<file path="config.mk">
export PLATFORM = sky130hd
export DESIGN_NAME = rfsh_seq_top
export DESIGN_NICKNAME = d
export VERILOG_FILES = /design/src/rtl/rfsh_pkg.sv /design/src/rtl/rfsh_row_ctr.sv /design/src/rtl/rfsh_win_meter.sv /design/src/rtl/rfsh_phase_fsm.sv /design/src/rtl/rfsh_seq_top.sv
export SDC_FILE = /design/constraint.sdc
export NUM_CORES = 1
export LEC_CHECK = 0
export ABC_AREA = 0
export BUFFER_PORTS_ARGS = -buffer_cell sky130_fd_sc_hd__buf_2
export CORE_MARGIN = 2
export CORE_UTILIZATION = 60
export CTS_CLUSTER_SIZE = 24
export DETAILED_ROUTE_END_ITERATION = 7
export GPL_ROUTABILITY_DRIVEN = 1
export HOLD_SLACK_MARGIN = 0.05
export PLACE_DENSITY = 0.77
export SLEW_MARGIN = 15
export SYNTH_ARGS = -nofsm -noshare
export SYNTH_HDL_FRONTEND = slang
export SYNTH_SLANG_ARGS = --single-unit
export TNS_END_PERCENT = 5
</file>
<file path="constraint.sdc">
create_clock -name clk -period 4.1 [get_ports clk]
set_input_delay 0.41 -clock clk [delete_from_list [all_inputs] [get_ports clk]]
set_output_delay 0.41 -clock clk [all_outputs]
set_load 0.005 [all_outputs]
</file>
<file path="src/rtl/rfsh_pkg.sv">
package rfsh_pkg;

  typedef enum logic [2:0] {
    ST_IDLE     = 3'd0,
    ST_SETUP    = 3'd1,
    ST_ACT      = 3'd2,
    ST_PRE      = 3'd3,
    ST_SR_SETUP = 3'd4,
    ST_SR_HOLD  = 3'd5,
    ST_SR_EXIT  = 3'd6
  } rfsh_st_e;

  typedef enum logic {
    MODE_CBR = 1'b0,
    MODE_ROW = 1'b1
  } rfsh_mode_e;

  function automatic logic st_ras_low(input rfsh_st_e s);
    return (s == ST_ACT) || (s == ST_SR_HOLD);
  endfunction

  function automatic logic st_cas_low(input rfsh_st_e s, input rfsh_mode_e m);
    return (s == ST_SR_SETUP) || (s == ST_SR_HOLD) ||
           ((m == MODE_CBR) && ((s == ST_SETUP) || (s == ST_ACT)));
  endfunction

endpackage

</file>
<file path="src/rtl/rfsh_row_ctr.sv">
module rfsh_row_ctr #(
  parameter int ROW_BITS = 10
) (
  input  logic                clk,
  input  logic                rst_n,
  input  logic                adv,
  output logic [ROW_BITS-1:0] row
);
  localparam logic [ROW_BITS-1:0] ROW_MAX = {ROW_BITS{1'b1}};

  always_ff @(posedge clk or negedge rst_n) begin
    if (!rst_n)   row <= '0;
    else if (adv) row <= row + 1'b1;
  end


  row_wrap_chk: assert property (@(posedge clk) disable iff (!rst_n)
    (adv && row == ROW_MAX) |=> (row == '0));


  row_hold_chk: assert property (@(posedge clk) disable iff (!rst_n)
    !adv |=> $stable(row));

endmodule

</file>
<file path="src/rtl/rfsh_win_meter.sv">
module rfsh_win_meter #(
  parameter int W     = 24,
  parameter int LIMIT = 1000
) (
  input  logic         clk,
  input  logic         rst_n,
  input  logic         start,
  input  logic         stop,
  output logic         run,
  output logic [W-1:0] cnt,
  output logic [W-1:0] len,
  output logic         over
);
  localparam logic [W-1:0] LIM     = W'(LIMIT);
  localparam logic [W-1:0] CNT_TOP = {W{1'b1}};

  always_ff @(posedge clk or negedge rst_n) begin
    if (!rst_n) begin
      run <= 1'b0;
      cnt <= '0;
      len <= '0;
    end else if (start) begin
      run <= 1'b1;
      cnt <= '0;
    end else if (run) begin
      if (stop) begin
        run <= 1'b0;
        len <= cnt + 1'b1;
      end else if (cnt != CNT_TOP) begin
        cnt <= cnt + 1'b1;
      end
    end
  end

  // elapsed clocks at the next edge would be cnt+1
  assign over = run && (cnt >= LIM);


  stop_in_run_chk: assert property (@(posedge clk) disable iff (!rst_n)
    stop |-> run);

endmodule

</file>
<file path="src/rtl/rfsh_phase_fsm.sv">
module rfsh_phase_fsm
  import rfsh_pkg::*;
#(
  parameter int ROW_BITS = 10,
  parameter int T_ACT    = 6,
  parameter int T_PRE    = 4,
  parameter int T_RASS   = 12500
) (
  input  logic       clk,
  input  logic       rst_n,
  input  logic       sr_req,
  input  logic       wake_req,
  input  logic       row_mode,
  output rfsh_st_e   st,
  output rfsh_mode_e mode_q,
  output logic       row_adv,
  output logic       nsb_start,
  output logic       nsb_stop,
  output logic       snb_start,
  output logic       snb_stop
);
  localparam int PH_MAX = (T_ACT > T_PRE) ? T_ACT : T_PRE;
  localparam int PH_W   = $clog2(PH_MAX + 1);
  localparam int RS_W   = $clog2(T_RASS + 1);
  localparam logic [PH_W-1:0]     ACT_LAST = PH_W'(T_ACT - 1);
  localparam logic [PH_W-1:0]     PRE_LAST = PH_W'(T_PRE - 1);
  localparam logic [RS_W-1:0]     RS_LAST  = RS_W'(T_RASS - 1);
  localparam logic [ROW_BITS-1:0] REF_LAST = {ROW_BITS{1'b1}};

  rfsh_st_e            nxt;
  logic [PH_W-1:0]     ph;
  logic [RS_W-1:0]     rass_cnt;
  logic [ROW_BITS-1:0] ref_cnt;
  logic                exit_q;
  logic                wake_pend;
  logic                last_ref;
  logic                rass_ok;

  assign last_ref = (ref_cnt == REF_LAST);
  assign rass_ok  = (rass_cnt >= RS_LAST);

  always_comb begin
    nxt = st;
    unique case (st)
      ST_IDLE:     if (sr_req) nxt = ST_SETUP;
      ST_SETUP:    nxt = ST_ACT;
      ST_ACT:      if (ph == ACT_LAST) nxt = ST_PRE;
      ST_PRE: begin
        if (ph == PRE_LAST) begin
          if (!last_ref)   nxt = ST_SETUP;
          else if (exit_q) nxt = ST_IDLE;
          else             nxt = ST_SR_SETUP;
        end
      end
      ST_SR_SETUP: nxt = ST_SR_HOLD;
      ST_SR_HOLD:  if (rass_ok && (wake_pend || wake_req)) nxt = ST_SR_EXIT;
      ST_SR_EXIT:  nxt = ST_SETUP;
      default:     nxt = ST_IDLE;
    endcase
  end

  always_ff @(posedge clk or negedge rst_n) begin
    if (!rst_n) begin
      st        <= ST_IDLE;
      ph        <= '0;
      rass_cnt  <= '0;
      ref_cnt   <= '0;
      exit_q    <= 1'b0;
      wake_pend <= 1'b0;
      mode_q    <= MODE_CBR;
    end else begin
      st <= nxt;
      ph <= (nxt != st) ? '0 : ph + 1'b1;
      if (st == ST_IDLE && sr_req) begin
        mode_q  <= rfsh_mode_e'(row_mode);
        exit_q  <= 1'b0;
        ref_cnt <= '0;
      end
      if (st == ST_PRE && ph == PRE_LAST && !last_ref) ref_cnt <= ref_cnt + 1'b1;
      if (st == ST_SR_SETUP) rass_cnt <= '0;
      else if (st == ST_SR_HOLD && !rass_ok) rass_cnt <= rass_cnt + 1'b1;
      if ((st == ST_SR_SETUP || st == ST_SR_HOLD) && wake_req) wake_pend <= 1'b1;
      if (st == ST_SR_EXIT) begin
        wake_pend <= 1'b0;
        exit_q    <= 1'b1;
        ref_cnt   <= '0;
      end
    end
  end

  assign row_adv   = (st == ST_ACT) && (ph == ACT_LAST) && (mode_q == MODE_ROW);
  assign nsb_start = (st == ST_SETUP) && !exit_q && (ref_cnt == '0);
  assign nsb_stop  = (st == ST_SR_SETUP);
  assign snb_start = (st == ST_SR_HOLD) && (nxt == ST_SR_EXIT);
  assign snb_stop  = (st == ST_SETUP) && exit_q && last_ref;


  mode_stable_chk: assert property (@(posedge clk) disable iff (!rst_n)
    (st != ST_IDLE) |=> $stable(mode_q));


  setup_to_act_chk: assert property (@(posedge clk) disable iff (!rst_n)
    (st == ST_SETUP) |=> (st == ST_ACT));

endmodule

</file>
<file path="src/rtl/rfsh_seq_top.sv">
module rfsh_seq_top
  import rfsh_pkg::*;
#(
  parameter int ROW_BITS = 10,
  parameter int T_ACT    = 6,
  parameter int T_PRE    = 4,
  parameter int T_RASS   = 12500,
  parameter int T_NSB    = 2050000,
  parameter int T_SNB    = 2050000,
  parameter int T_RET    = 2050000
) (
  input  logic                clk,
  input  logic                rst_n,
  input  logic                sr_req,
  input  logic                wake_req,
  input  logic                row_mode,
  output logic                ras_n,
  output logic                cas_n,
  output logic [ROW_BITS-1:0] row_addr,
  output logic                acc_ready,
  output logic                sr_active,
  output logic                err
);
  localparam int WIN_W = $clog2(T_NSB + T_SNB + T_RET + 2);
  localparam int SL_W  = $clog2(T_RASS + 1);
  localparam logic [WIN_W:0]  RET_LIM = (WIN_W + 1)'(T_RET);
  localparam logic [SL_W-1:0] RASS_L  = SL_W'(T_RASS);

  rfsh_st_e         st;
  rfsh_mode_e       mode_q;
  logic             row_adv, nsb_start, nsb_stop, snb_start, snb_stop;
  logic             run_n, run_s, over_n, over_s, sum_over, err_q;
  logic [WIN_W-1:0] cnt_n, len_n, cnt_s, len_s;
  logic [WIN_W:0]   sum_w;

  rfsh_phase_fsm #(
    .ROW_BITS(ROW_BITS), .T_ACT(T_ACT), .T_PRE(T_PRE), .T_RASS(T_RASS)
  ) u_fsm (
    .clk(clk), .rst_n(rst_n), .sr_req(sr_req), .wake_req(wake_req),
    .row_mode(row_mode), .st(st), .mode_q(mode_q), .row_adv(row_adv),
    .nsb_start(nsb_start), .nsb_stop(nsb_stop),
    .snb_start(snb_start), .snb_stop(snb_stop)
  );

  rfsh_row_ctr #(.ROW_BITS(ROW_BITS)) u_row (
    .clk(clk), .rst_n(rst_n), .adv(row_adv), .row(row_addr)
  );

  rfsh_win_meter #(.W(WIN_W), .LIMIT(T_NSB)) u_nsb (
    .clk(clk), .rst_n(rst_n), .start(nsb_start), .stop(nsb_stop),
    .run(run_n), .cnt(cnt_n), .len(len_n), .over(over_n)
  );

  rfsh_win_meter #(.W(WIN_W), .LIMIT(T_SNB)) u_snb (
    .clk(clk), .rst_n(rst_n), .start(snb_start), .stop(snb_stop),
    .run(run_s), .cnt(cnt_s), .len(len_s), .over(over_s)
  );

  // entry length plus exit elapsed at the next edge (cnt_s+1) must stay within T_RET
  assign sum_w    = {1'b0, len_n} + {1'b0, cnt_s};
  assign sum_over = run_s && (sum_w >= RET_LIM);

  always_ff @(posedge clk or negedge rst_n) begin
    if (!rst_n) err_q <= 1'b0;
    else        err_q <= err_q | over_n | over_s | sum_over;
  end

  assign err       = err_q;
  assign ras_n     = !st_ras_low(st);
  assign cas_n     = !st_cas_low(st, mode_q);
  assign sr_active = (st == ST_SR_HOLD);
  assign acc_ready = (st == ST_IDLE) && !sr_req;

  logic [SL_W-1:0] sr_lo_cnt;
  always_ff @(posedge clk or negedge rst_n) begin
    if (!rst_n)                               sr_lo_cnt <= '0;
    else if (!sr_active)                      sr_lo_cnt <= '0;
    else if (sr_lo_cnt != RASS_L)             sr_lo_cnt <= sr_lo_cnt + 1'b1;
  end


  sr_min_low_chk: assert property (@(posedge clk) disable iff (!rst_n)
    $fell(sr_active) |-> (sr_lo_cnt == RASS_L));


  cas_lead_chk: assert property (@(posedge clk) disable iff (!rst_n)
    ($fell(ras_n) && (mode_q == MODE_CBR || sr_active)) |-> !$past(cas_n));


  rasonly_cas_chk: assert property (@(posedge clk) disable iff (!rst_n)
    (mode_q == MODE_ROW && (st == ST_SETUP || st == ST_ACT || st == ST_PRE)) |-> cas_n);


  grant_idle_chk: assert property (@(posedge clk) disable iff (!rst_n)
    acc_ready |-> (ras_n && cas_n));


  err_sticky_chk: assert property (@(posedge clk) disable iff (!rst_n)
    err |=> err);

endmodule

</file>
## After elaboration in Yosys (flattened, before gate mapping)

Cells that the tools add are included.

- Register bits: 115
- Output and inout bits: 15
- Word-level logic and storage cells: 118
- Bits of input ports: 5

- Reduce and logical (&&, ||, !) cells: 42
- $lt $le $gt $ge: 4
- Bitwise logic cells: 5
- Equal/unequal tests: 15
- Multiplexer cells: 31
- Add/sub/neg operators: 7

Operators by type and width:

| kind | count |
|---|---|
| 23-bit 2-to-1 mux | 8 |
| 23-bit by 1-bit adder with 23-bit output (second input constant) | 2 |
| 23-bit by 21-bit greater-or-equal comparator with 1-bit output (second input constant) | 2 |
| 23-bit inequality test (second input constant) | 2 |
| 10-bit 2-to-1 mux | 3 |
| 14-bit 2-to-1 mux | 2 |
| 23-bit by 23-bit adder with 24-bit output | 1 |
| 24-bit by 21-bit greater-or-equal comparator with 1-bit output (second input constant) | 1 |
| 3-bit 2-to-1 mux | 7 |
| 3-bit case mux with 7 select lines | 1 |
| 10-bit by 1-bit adder with 10-bit output (second input constant) | 2 |
| 1-bit logical AND | 18 |
| 3-bit == test (second input constant) | 5 |
| 14-bit by 1-bit adder with 14-bit output (second input constant) | 1 |
| 14-bit greater-or-equal comparator (second input constant) | 1 |
| 2-bit nonzero test | 7 |
| 10-bit == test (second input constant) | 1 |
| 10-bit logical NOT | 1 |
| 1-bit 2-to-1 mux | 10 |
| 3-bit by 2-bit == test with 1-bit output (second input constant) | 3 |
| 3-bit AND reduction | 3 |
| 1-bit logical NOT | 6 |
| 1-bit logical OR | 5 |
| 2-bit inequality test (second input constant) | 2 |
| 7 further kinds | 10 |

## Logic depth before layout (Yosys ltp)

Gate-level depths: netlist of the first run.

- Depth in word-level cells: 8
- Mapped depth: 11
- Gate-level depth less buffers: 11

## Modules after synthesis

From an unflattened synthesis of the first run, not the netlist that was laid out.

- Cell total of the unflattened synthesis: 986
- Area, all modules: 8794.7 µm²

By module, submodules not included:

| module | sequential area each (µm²) | instances | cells an instance | area each (µm²) |
|---|---|---|---|---|
| rfsh_win_meter | 1176.1 | 2 | 262 | 2472.4 |
| rfsh_phase_fsm | 825.8 | 1 | 208 | 1919.3 |
| rfsh_seq_top | 25.0 | 1 | 219 | 1496.4 |
| rfsh_row_ctr | 250.2 | 1 | 35 | 434.2 |

## Worst setup path after synthesis of the first run

OpenSTA, ideal clock, no wires.

- Path kind: register to register
- From: register u_snb.cnt[0]
- To: register err_q, in the netlist err
- Path buffers: 0
- Stages on the path, launching flop included: 12
- Required time: 3.969 ns
- Path slack: 1.289 ns
- Data arrival time: 2.680 ns
- Library setup time: 0.131 ns
- Clock period less this slack: 2.811 ns
- Cells stage by stage: dfrtp_1 -> ha_1 -> inv_1 -> fa_1 -> nor2b_1 -> o31ai_2 -> a211o_2 -> and3_2 -> a2111o_1 -> a311oi_1 -> a211oi_1 -> or3_1

- Cells in the longest elaborated chain, start to end: 4
- Elaborated cells between the ends (all ways): 7
- Classes of those cells: 1 x add/sub; 2 x order compare; 2 x bitwise; 2 x reduce/logical

RTL lines:

| item | RTL line | text |
|---|---|---|
| from (decl) | rfsh_win_meter.sv:10 | `output logic [W-1:0] cnt,` |
| from (signal assigned) | rfsh_win_meter.sv:30 | `cnt <= cnt + 1'b1;` |
| 23-bit by 23-bit adder with 24-bit output or 23-bit by 21-bit greater-or-equal comparator with 1-bit output (tied branches) | rfsh_seq_top.sv:60, rfsh_win_meter.sv:36 |  |
| 24-bit by 21-bit greater-or-equal comparator with 1-bit output or 1-bit logical AND (tied branches) | rfsh_seq_top.sv:61, rfsh_win_meter.sv:36 |  |
| 1-bit logical AND or 1-bit OR (tied branches) | rfsh_seq_top.sv:61, rfsh_seq_top.sv:65 |  |
| 1-bit OR * | rfsh_seq_top.sv:65 | `else err_q <= err_q \| over_n \| over_s \| sum_over;` |
| to (signal assigned) | rfsh_seq_top.sv:65 |  |
| to (decl) | rfsh_seq_top.sv:32 | `logic run_n, run_s, over_n, over_s, sum_over, err_q;` |

Every way passes the cells marked *; elsewhere a longest branch is shown, timed or not.
A chain may end at the register's enable or synchronous reset.

## Final worst setup path of the first run

Ends and elaborated chain as after synthesis.

==> results of run 1 <==
==> final cells by class <==
class | instances | area, um^2
clock buffers | 24 | 481.7
clock inverters | 6 | 55.05
fillers | 922 | 3610
inverters | 27 | 101.3
multi-input cells | 650 | 4029
flip-flops and latches | 115 | 2878
well taps | 143 | 178.9
repair buffers | 30 | 182.7
==> cell usage in the layout (no fill, tap or decap), drive strengths merged, types with 4 or more instances in the layout <==
cell / netlist / layout
nor2: 118 / 118
dfrtp: 115 / 115
nand2: 69 / 69
o21ai: 60 / 60
a21oi: 58 / 58
xor2: 38 / 38
nand3: 36 / 36
ha: 34 / 34
xnor2: 31 / 31
buf: 5 / 29
inv: 27 / 27
clkbuf: 24 / 24
nor3: 23 / 23
and3: 22 / 22
nand4: 21 / 21
o31ai: 12 / 12
or3: 9 / 9
o211ai: 9 / 9
nor4: 9 / 9
a21o: 9 / 9
a31oi: 9 / 9
o21bai: 6 / 6
and2: 6 / 6
a211oi: 5 / 5
mux2i: 5 / 5
o41ai: 5 / 5
nand2b: 5 / 5
clkinv: 0 / 5
o21a: 4 / 4
nor4b: 4 / 4
==> synth_stat cells (3+ instances only) <==
cell type	count	area (um^2)
and3_1	20	125.1
o41ai_1	5	43.79
nand4_1	21	131.4
dfrtp_1	115	2878
a21o_1	8	60.06
and4_1	3	26.28
o2111ai_1	3	26.28
nor4b_1	3	26.28
nor4_1	8	50.05
a22oi_1	3	22.52
inv_1	27	101.4
ha_1	34	425.4
or3_1	9	56.30
a211oi_1	5	37.54
o211ai_1	9	67.56
nor3_1	22	110.1
xnor2_1	31	271.5
nand2b_1	5	31.28
a22o_1	3	26.28
clkbuf_1	24	90.09
xor2_1	38	332.8
o21bai_1	6	45.04
o21a_1	4	30.03
nor2_1	117	439.2
nand3_1	36	180.2
o21ai_0	60	300.3
nand2_1	69	259.0
nor2b_1	3	18.77
and2_1	5	31.28
a31oi_1	8	50.05
a21oi_1	56	280.3
buf_1	3	11.26
o31ai_1	11	82.58
mux2i_1	5	50.05
==> logic make-up (layout without fill, tap and decap cells) <==
group	Yosys count	count (layout)
AND/OR/NAND/NOR	337	337
buffers and inverters	56	87
flip-flops	115	115
AO/OA/AOI/OAI	202	202
adder cells (fa/ha/maj)	35	35
multiplexers	7	7
XOR/XNOR	69	69
==> per-layer routing <==
layer,track usage,wire [um],up-vias,share of wire
met1,0.3465,7136,2918,0.45
met4,0.1073,307,0,0.020
li1,-,-,2998,-
met2,0.4337,7675,145,0.49
met3,0.04606,567,27,0.036
met5,0,0,-,0
==> flip-flops by register name, summed over array words and instances, names as in the netlist <==
register and count:
u_nsb.run 1, u_fsm.exit_q 1, u_nsb.cnt 23, u_fsm.ph 3, u_nsb.len 23, u_fsm.ref_cnt 10
u_fsm.st 3, u_row.row 10, u_snb.run 1, err 1, u_fsm.rass_cnt 14, u_fsm.mode_q 1
u_fsm.wake_pend 1, u_snb.cnt 23
==> power by group through the flow <==
stage	Combinational, W	Sequential, W	Clock [W]
2_1_floorplan	0.000000708	0.00116	0
3_3_place_gp	0.0000273	0.00116	0
3_5_place_dp	0.0000282	0.00116	0
4_1_cts	0.0000290	0.00114	0.00136
5_1_grt	0.0000327	0.00114	0.00142
6_report	0.0000269	0.00114	0.00134
==> worst min path at each step <==
stage | slack (ns) | end
2_1_floorplan | 0.11 | err
3_3_place_gp | 0.33 | u_fsm.rass_cnt[7]
3_5_place_dp | 0.33 | u_fsm.rass_cnt[6]
4_1_cts | 0.20 | u_fsm.mode_q
5_1_grt | 0.26 | u_fsm.mode_q
6_report | 0.22 | u_fsm.mode_q
==> metrics by stage <==
step / total power (W) / cells / utilization / area [um^2] / setup WS [ns]
after floorplan: 0.001157 / 821 / - / 7119 / 1.289
after global placement: 0.001183 / 964 / 0.6391 / 7360 / 1.098
after detailed placement: 0.001184 / 964 / 0.6391 / 7360 / 0.9666
after CTS: 0.002530 / 995 / 0.6865 / 7906 / 0.9576
after global routing: 0.002587 / 995 / 0.6865 / 7906 / 0.7955
final: 0.002504 / 995 / 0.6865 / 7906 / 0.9186
==> timing repair <==
action                    in CTS  in global routing
hold buffers                   1                  0
hold endpoints to repair      23                  0
resized for setup              0                  0
==> critical path: stages, from the launching register on <==
cell      delay, ns
dfrtp_1        0.43
ha_1           0.20
inv_1          0.06
fa_1           0.36
nor2b_1        0.24
o31ai_2        0.12
a211o_2        0.39
and3_2         0.23
a2111o_1       0.28
a311oi_1       0.27
a211oi_1       0.14
or3_1          0.35
==> summary.txt, run 1 <==
Vias in the first global route - 5818
Die H - 112.9 um
Routability Congestion - 0.9200
DR iter-0 viols - 569
Synth Area in Compound Gates - 0.1800
Multiplexer share of the synthesized area - 0.01019
Post-DP HPWL - 11.20 mm
Clock sink total - 115
Num ports - 20
Hold Slack - 0.2206 ns
Worst-path clk slew - 0.05 ns
Simple-gate share of the synthesized area - 0.2283
Chip width - 112.9 um
Worst-Margin Slew - 0.9072 ns
First-pass DRT Iterations - 6
First-pass GRT wire length - 27.09 mm
P_int - 0.002007 W
Outcome - finished, final reports clean
Fmax - 0.3143 GHz
Global Route Usage Sum - 0.2626
Num CTS Buffers - 17
Avg WL per Cell - 15.77 um
Combinational power share - 0.011
Final period utilization - 0.7759
Reg2reg path depth - 11
Final Skew - 0.01395 ns
Setup crit end - err
Share of layout cells above drive strength 1 - 0.08451
CTS tree - done
CTS H-tree lvls - 4
Cell Area, Synth - 7119 um^2
Root buf cell - clkbuf_16
Min-delay worst type - input pin to flop
Worst-skew pair later-pin latency - 0.41 ns
Sw Pwr - 0.0004967 W
Clock Path Buffers - 2
Final Max Tran Viols - 0
Async set-reset flop share out of synthesis - 1.000
N_diodes - 0
Starting density of the core - 0.6182
Avg Cell Area, Syn - 8.672 um^2
PortBufs - 19
Postcts setup bufs - 0
Number of distinct library cells after synthesis - 68
Worst Setup End Kind - flop
Sequential-to-total area share from yosys stat - 0.4042
Sequential power share - 0.454
Initial antenna violation count - 0
Final hold viol count - 0
Max_cap viols - 0
Worst R2R End - err
CP required - 4.38 ns
Worst hold stages - 3
Relative slew margins - 0.3952
Via density - 6.119
Number of synthesized flops with an enable pin - 0
P per Cell Area - 316.7 nW/um^2
Crit Reg-Reg Startpoint - u_snb.cnt[0]
Clock Power Share - 0.535
Largest family of logic cells by synthesized area - simple AND/OR/NAND/NOR gates
Drt drc - 0
RSZ-0062 raised after global routing - no
Core area - 11520 um^2
Syn Nets - 861
Arr. time, crit path - 3.46 ns
Syn Inst Count - 821
Num rows - 39
Synth Area in Adders - 0.06257
Max IR drop VDD - 268.8 uV
Yosys reg bits - 115
R2R setup slack - 0.92 ns
Crit path max fanout - 7
Main synth FF type - dfrtp_1
Final setup fails - 0
Post-DRT Antenna Nets - 0
Area share of xor/xnor cells in the synthesized design - 0.08489
Nets@finish - 881
CP startpoint - u_snb.cnt[0]
Largest net degree at the start of global routing - 57
HP Start - row_mode
DRT Wirelength - 15.69 mm
Setup_tns - 0 ns
Static leakage - 3.539 nW
YS warnings - 0
Kind of critical path - flop to flop
Syn-to-layout area delta - 11.05%
DIE AREA - 12750 um^2
Switch share - 0.1984
Period minus WS final - 3.181 ns
Startpoint Class - flop
GRT overflow - 0
Via count - 6088
Note: power is estimated with default switching activity, not from simulation.
==> run 2: changes to the inputs <==
ABC_AREA = 1   (was 0)
clock period = 3.35 ns   (was 4.1 ns; I/O delays follow)
==> run 2 against run 1 <==
Net effect: worst hold slack got worse by 0.057 ns; core utilization rose by 0.68 points; register-to-register slack got worse by 0.37 ns; cell area rose by 6.2%; wire length rose by 11%; critical path type unchanged; sequential power rose by 22%; non-clock buffer count fell by 6; worst setup slack got worse by 0.37 ns; synthesized area rose by 5.8%.
==> summary.txt, run 2 <==
Arr. time, crit path - 3.09 ns (was 3.46 ns)
Startpoint Class - flop (unchanged)
Final setup fails - 0 (unchanged)
GRT busiest layer - met2 (unchanged)
P_int - 0.002623 W (was 0.002007 W)
Reg2reg path depth - 12 (was 11)
N_diodes - 0 (unchanged)
Fmax - 0.3575 GHz (was 0.3143 GHz)
Avg WL per Cell - 14.05 um (was 15.77 um)
FILL cells - 1029 (was 922)
RSZ-0062 raised after global routing - no (unchanged)
Chip width - 116.1 um (was 112.9 um)
Starting density of the core - 0.6220 (was 0.6182)
Period minus WS final - 2.797 ns (was 3.181 ns)
PortBufs - 19 (unchanged)
Kind of critical path - flop to flop (unchanged)
Setup_tns - 0 ns (unchanged)
Worst hold stages - 3 (unchanged)
Hold endpoint - u_fsm.mode_q (unchanged)
Post-DRT Antenna Nets - 0 (unchanged)
CTS H-tree lvls - 4 (unchanged)
Main area contributors after synthesis - dfrtp_1, nand2_1, inv_1, ha_1, nand3_1 (was dfrtp_1, nor2_1, ha_1, xor2_1, o21ai_0)
Yosys reg bits - 115 (unchanged)
HP Start - row_mode (unchanged)
Final Max Tran Viols - 0 (unchanged)
DIE AREA - 13470 um^2 (was 12750 um^2)
CP required - 3.65 ns (was 4.38 ns)
Clock Power Share - 0.568 (was 0.535)
Async set-reset flop share out of synthesis - 1.000 (unchanged)
Num CTS Buffers - 17 (unchanged)
Nets@finish - 1103 (was 881)
Sequential power share - 0.422 (was 0.454)
CTS tree - done (unchanged)
P per Cell Area - 392.0 nW/um^2 (was 316.7 nW/um^2)
DR iter-0 viols - 439 (was 569)
Sw Pwr - 0.0006697 W (was 0.0004967 W)
Crit path max fanout - 24 (was 7)
Clock sink total - 115 (unchanged)
Drt drc - 0 (unchanged)
Global Route Usage Sum - 0.2826 (was 0.2626)
R2R setup slack - 0.55 ns (was 0.92 ns)
Crit path top cell by count - nand2_1
Postcts setup bufs - 0 (unchanged)
Clock Path Buffers - 2 (unchanged)
Slowest CP cell - and2_1 (was dfrtp_1)
DRT Wirelength - 17.48 mm (was 15.69 mm)
Crit Reg-Reg Startpoint - u_fsm.ref_cnt[0] (was u_snb.cnt[0])
Outcome - finished, final reports clean (unchanged)
Sequential-to-total area share from yosys stat - 0.3820 (was 0.4042)
Root buf cell - clkbuf_16 (unchanged)
Final WS setup - 0.5532 ns (was 0.9186 ns)
Switch share - 0.2034 (was 0.1984)
Worst-Margin Slew - 0.6317 ns (was 0.9072 ns)
Routability Congestion - 0.9310 (was 0.9200)
Met2 Use GR - 0.4542 (was 0.4337)
Area of the multi-input gates - 4020 um^2 (was 4029 um^2)
Share of layout cells above drive strength 1 - 0.09201 (was 0.08451)
Largest net degree at the start of global routing - 68 (was 57)
First-pass GRT wire length - 29.59 mm (was 27.09 mm)
GRT overflow - 0 (unchanged)
Count leader, synth - nand2_1 (was nor2_1)
Worst-skew pair later-pin latency - 0.42 ns (was 0.41 ns)
Static leakage - 4.286 nW (was 3.539 nW)
YS warnings - 0 (unchanged)
Syn Inst Count - 1036 (was 821)
Met3 Use GR - 0.07113 (was 0.04606)
Register area - 2878 um^2 (unchanged)
Core area - 12110 um^2 (was 11520 um^2)
Max IR drop VDD - 367.9 uV (was 268.8 uV)
Via density - 5.437 (was 6.119)
Most frequent cells in the layout - nand2_1, inv_1, dfrtp_1 (was nor2_1, dfrtp_1, nand2_1)
Final hold viol count - 0 (unchanged)
Avg Cell Area, Syn - 7.272 um^2 (was 8.672 um^2)
Number of synthesized flops with an enable pin - 0 (unchanged)
Final period utilization - 0.8349 (was 0.7759)
Initial antenna violation count - 0 (unchanged)
CP max stage delay - 0.50 ns (was 0.43 ns)
Number of distinct library cells after synthesis - 43 (was 68)
Synth top area share - 0.3820 (was 0.4042)
Syn Nets - 1076 (was 861)
Synth cell count leaders - nand2_1, inv_1, dfrtp_1 (was nor2_1, dfrtp_1, nand2_1)
Worst Setup End Kind - flop (unchanged)
Worst-path clk slew - 0.05 ns (about the same)
Syn-to-layout area delta - 11.48% (was 11.05%)
Num ports - 20 (unchanged)
Relative slew margins - 0.5789 (was 0.3952)
Cell Area, Synth - 7533 um^2 (was 7119 um^2)
Pre-CTS WS - 0.6487 ns (was 0.9666 ns)
Worst R2R End - u_nsb.cnt[6] (was err)
Num rows - 40 (was 39)
Final Skew - 0.008146 ns (was 0.01395 ns)
Combinational power share - 0.010 (was 0.011)
Vias in the first global route - 6299 (was 5818)
Critical path, cell by cell - inv_1, ha_1, nand2_1, nor4_1, nand2_1, buf_4, nand4_1, and2_1, buf_4, inv_2, nand2_1, o21ai_0 (was ha_1, inv_1, fa_1, nor2b_1, o31ai_2, a211o_2, and3_2, a2111o_1, a311oi_1, a211oi_1, or3_1)
First-pass DRT Iterations - 5 (was 6)
Yosys top cell by area - dfrtp_1 (unchanged)
Post-DP HPWL - 12.80 mm (was 11.20 mm)
Largest regs - u_nsb.cnt x23, u_nsb.len x23, u_snb.cnt x23 (unchanged)
Min-delay worst type - input pin to flop (unchanged)
Most common cell after layout, fill and taps aside - nand2_1 (was nor2_1)
Main synth FF type - dfrtp_1 (unchanged)
Die H - 116.1 um (was 112.9 um)
Via count - 6764 (was 6088)
GR Util met1 - 0.3651 (was 0.3465)
Max_cap viols - 0 (unchanged)
## run 2: changes by cell type after synthesis, sizes merged, moves of 9 or more
cell and change:
nand2 +224, nor2 -19, inv +114, or3 -9
and3 -21, nor3 +14, nand3 +46, o31ai -9
xnor2 -22, clkbuf -17
## run 2: worst max-delay path: cells and delay by family, from the launching register on
kind	cells	cell delay, ns
simple gates	6	1.14
buf+inv	4	0.88
flops	1	0.39
fa+ha+maj	1	0.17
compound gates	1	0.08
## run 2: cell type report
type / instances / area share
clock inverter: 8 / 0.01490
tap: 168 / 0.02503
inverter: 142 / 0.06347
timing repair buffer: 24 / 0.01788
sequential: 115 / 0.3427
multi-input combinational: 763 / 0.4787
clock buffer: 24 / 0.05736
## run 2: what timing repair did
item                      4_1_cts  5_1_grt
hold endpoints to repair       48        0
hold buffers                    1        0
gates resized for setup         0        0
## run 2: metrics by stage
stage,hold WS (ns),utilization,instance area (um^2),total power [W],instances
finish,0.1632,0.6934,8398,0.003292,1244
global route,0.1642,0.6934,8398,0.003386,1244
CTS,0.1575,0.6934,8398,0.003320,1244
detailed placement,0.3920,0.6425,7781,0.001448,1211
global placement,0.3848,0.6425,7781,0.001448,1211
floorplan,0.03941,-,7533,0.001415,1036
## run 2: worst max-delay path by stage
| stage | cells past startpoint | to | from |
|---|---|---|---|
| finish | 12 | u_nsb.cnt[6] | u_fsm.ref_cnt[0] |
| global route | 12 | u_nsb.cnt[6] | u_fsm.ref_cnt[0] |
| CTS | 12 | u_nsb.cnt[6] | u_fsm.ref_cnt[0] |
| detailed placement | 12 | u_nsb.cnt[0] | u_fsm.ref_cnt[0] |
| global placement | 12 | u_nsb.cnt[0] | u_fsm.ref_cnt[0] |
| floorplan | 18 | err | u_snb.cnt[0] |
## run 2: metal layers
metal	vias to the layer above	wire [um]
met2	160	8185
met4	0	505
met3	41	719
met5	-	0
li1	3406	-
met1	3157	8073
## run 2: kinds of logic after synthesis
logic type                 after synthesis  synth area share
buffers and inverters                  158           0.08437
muxes                                    1          0.001495
and+or+nand+nor                        554            0.3222
adders and majority gates               35           0.05913
AOI/OAI and AO/OA                      127           0.09733
DFF                                    115            0.3820
xor gates and xnor gates                46           0.05348
## run 2: power groups by stage
stage	clock network [W]	registers [W]	logic [W]
after global placement	0	0.00141	0.0000335
after floorplan	0	0.00141	0.0000000214
after global routing	0.00196	0.00139	0.0000394
after detailed placement	0	0.00141	0.0000340
final	0.00187	0.00139	0.0000331
after CTS	0.00189	0.00139	0.0000352
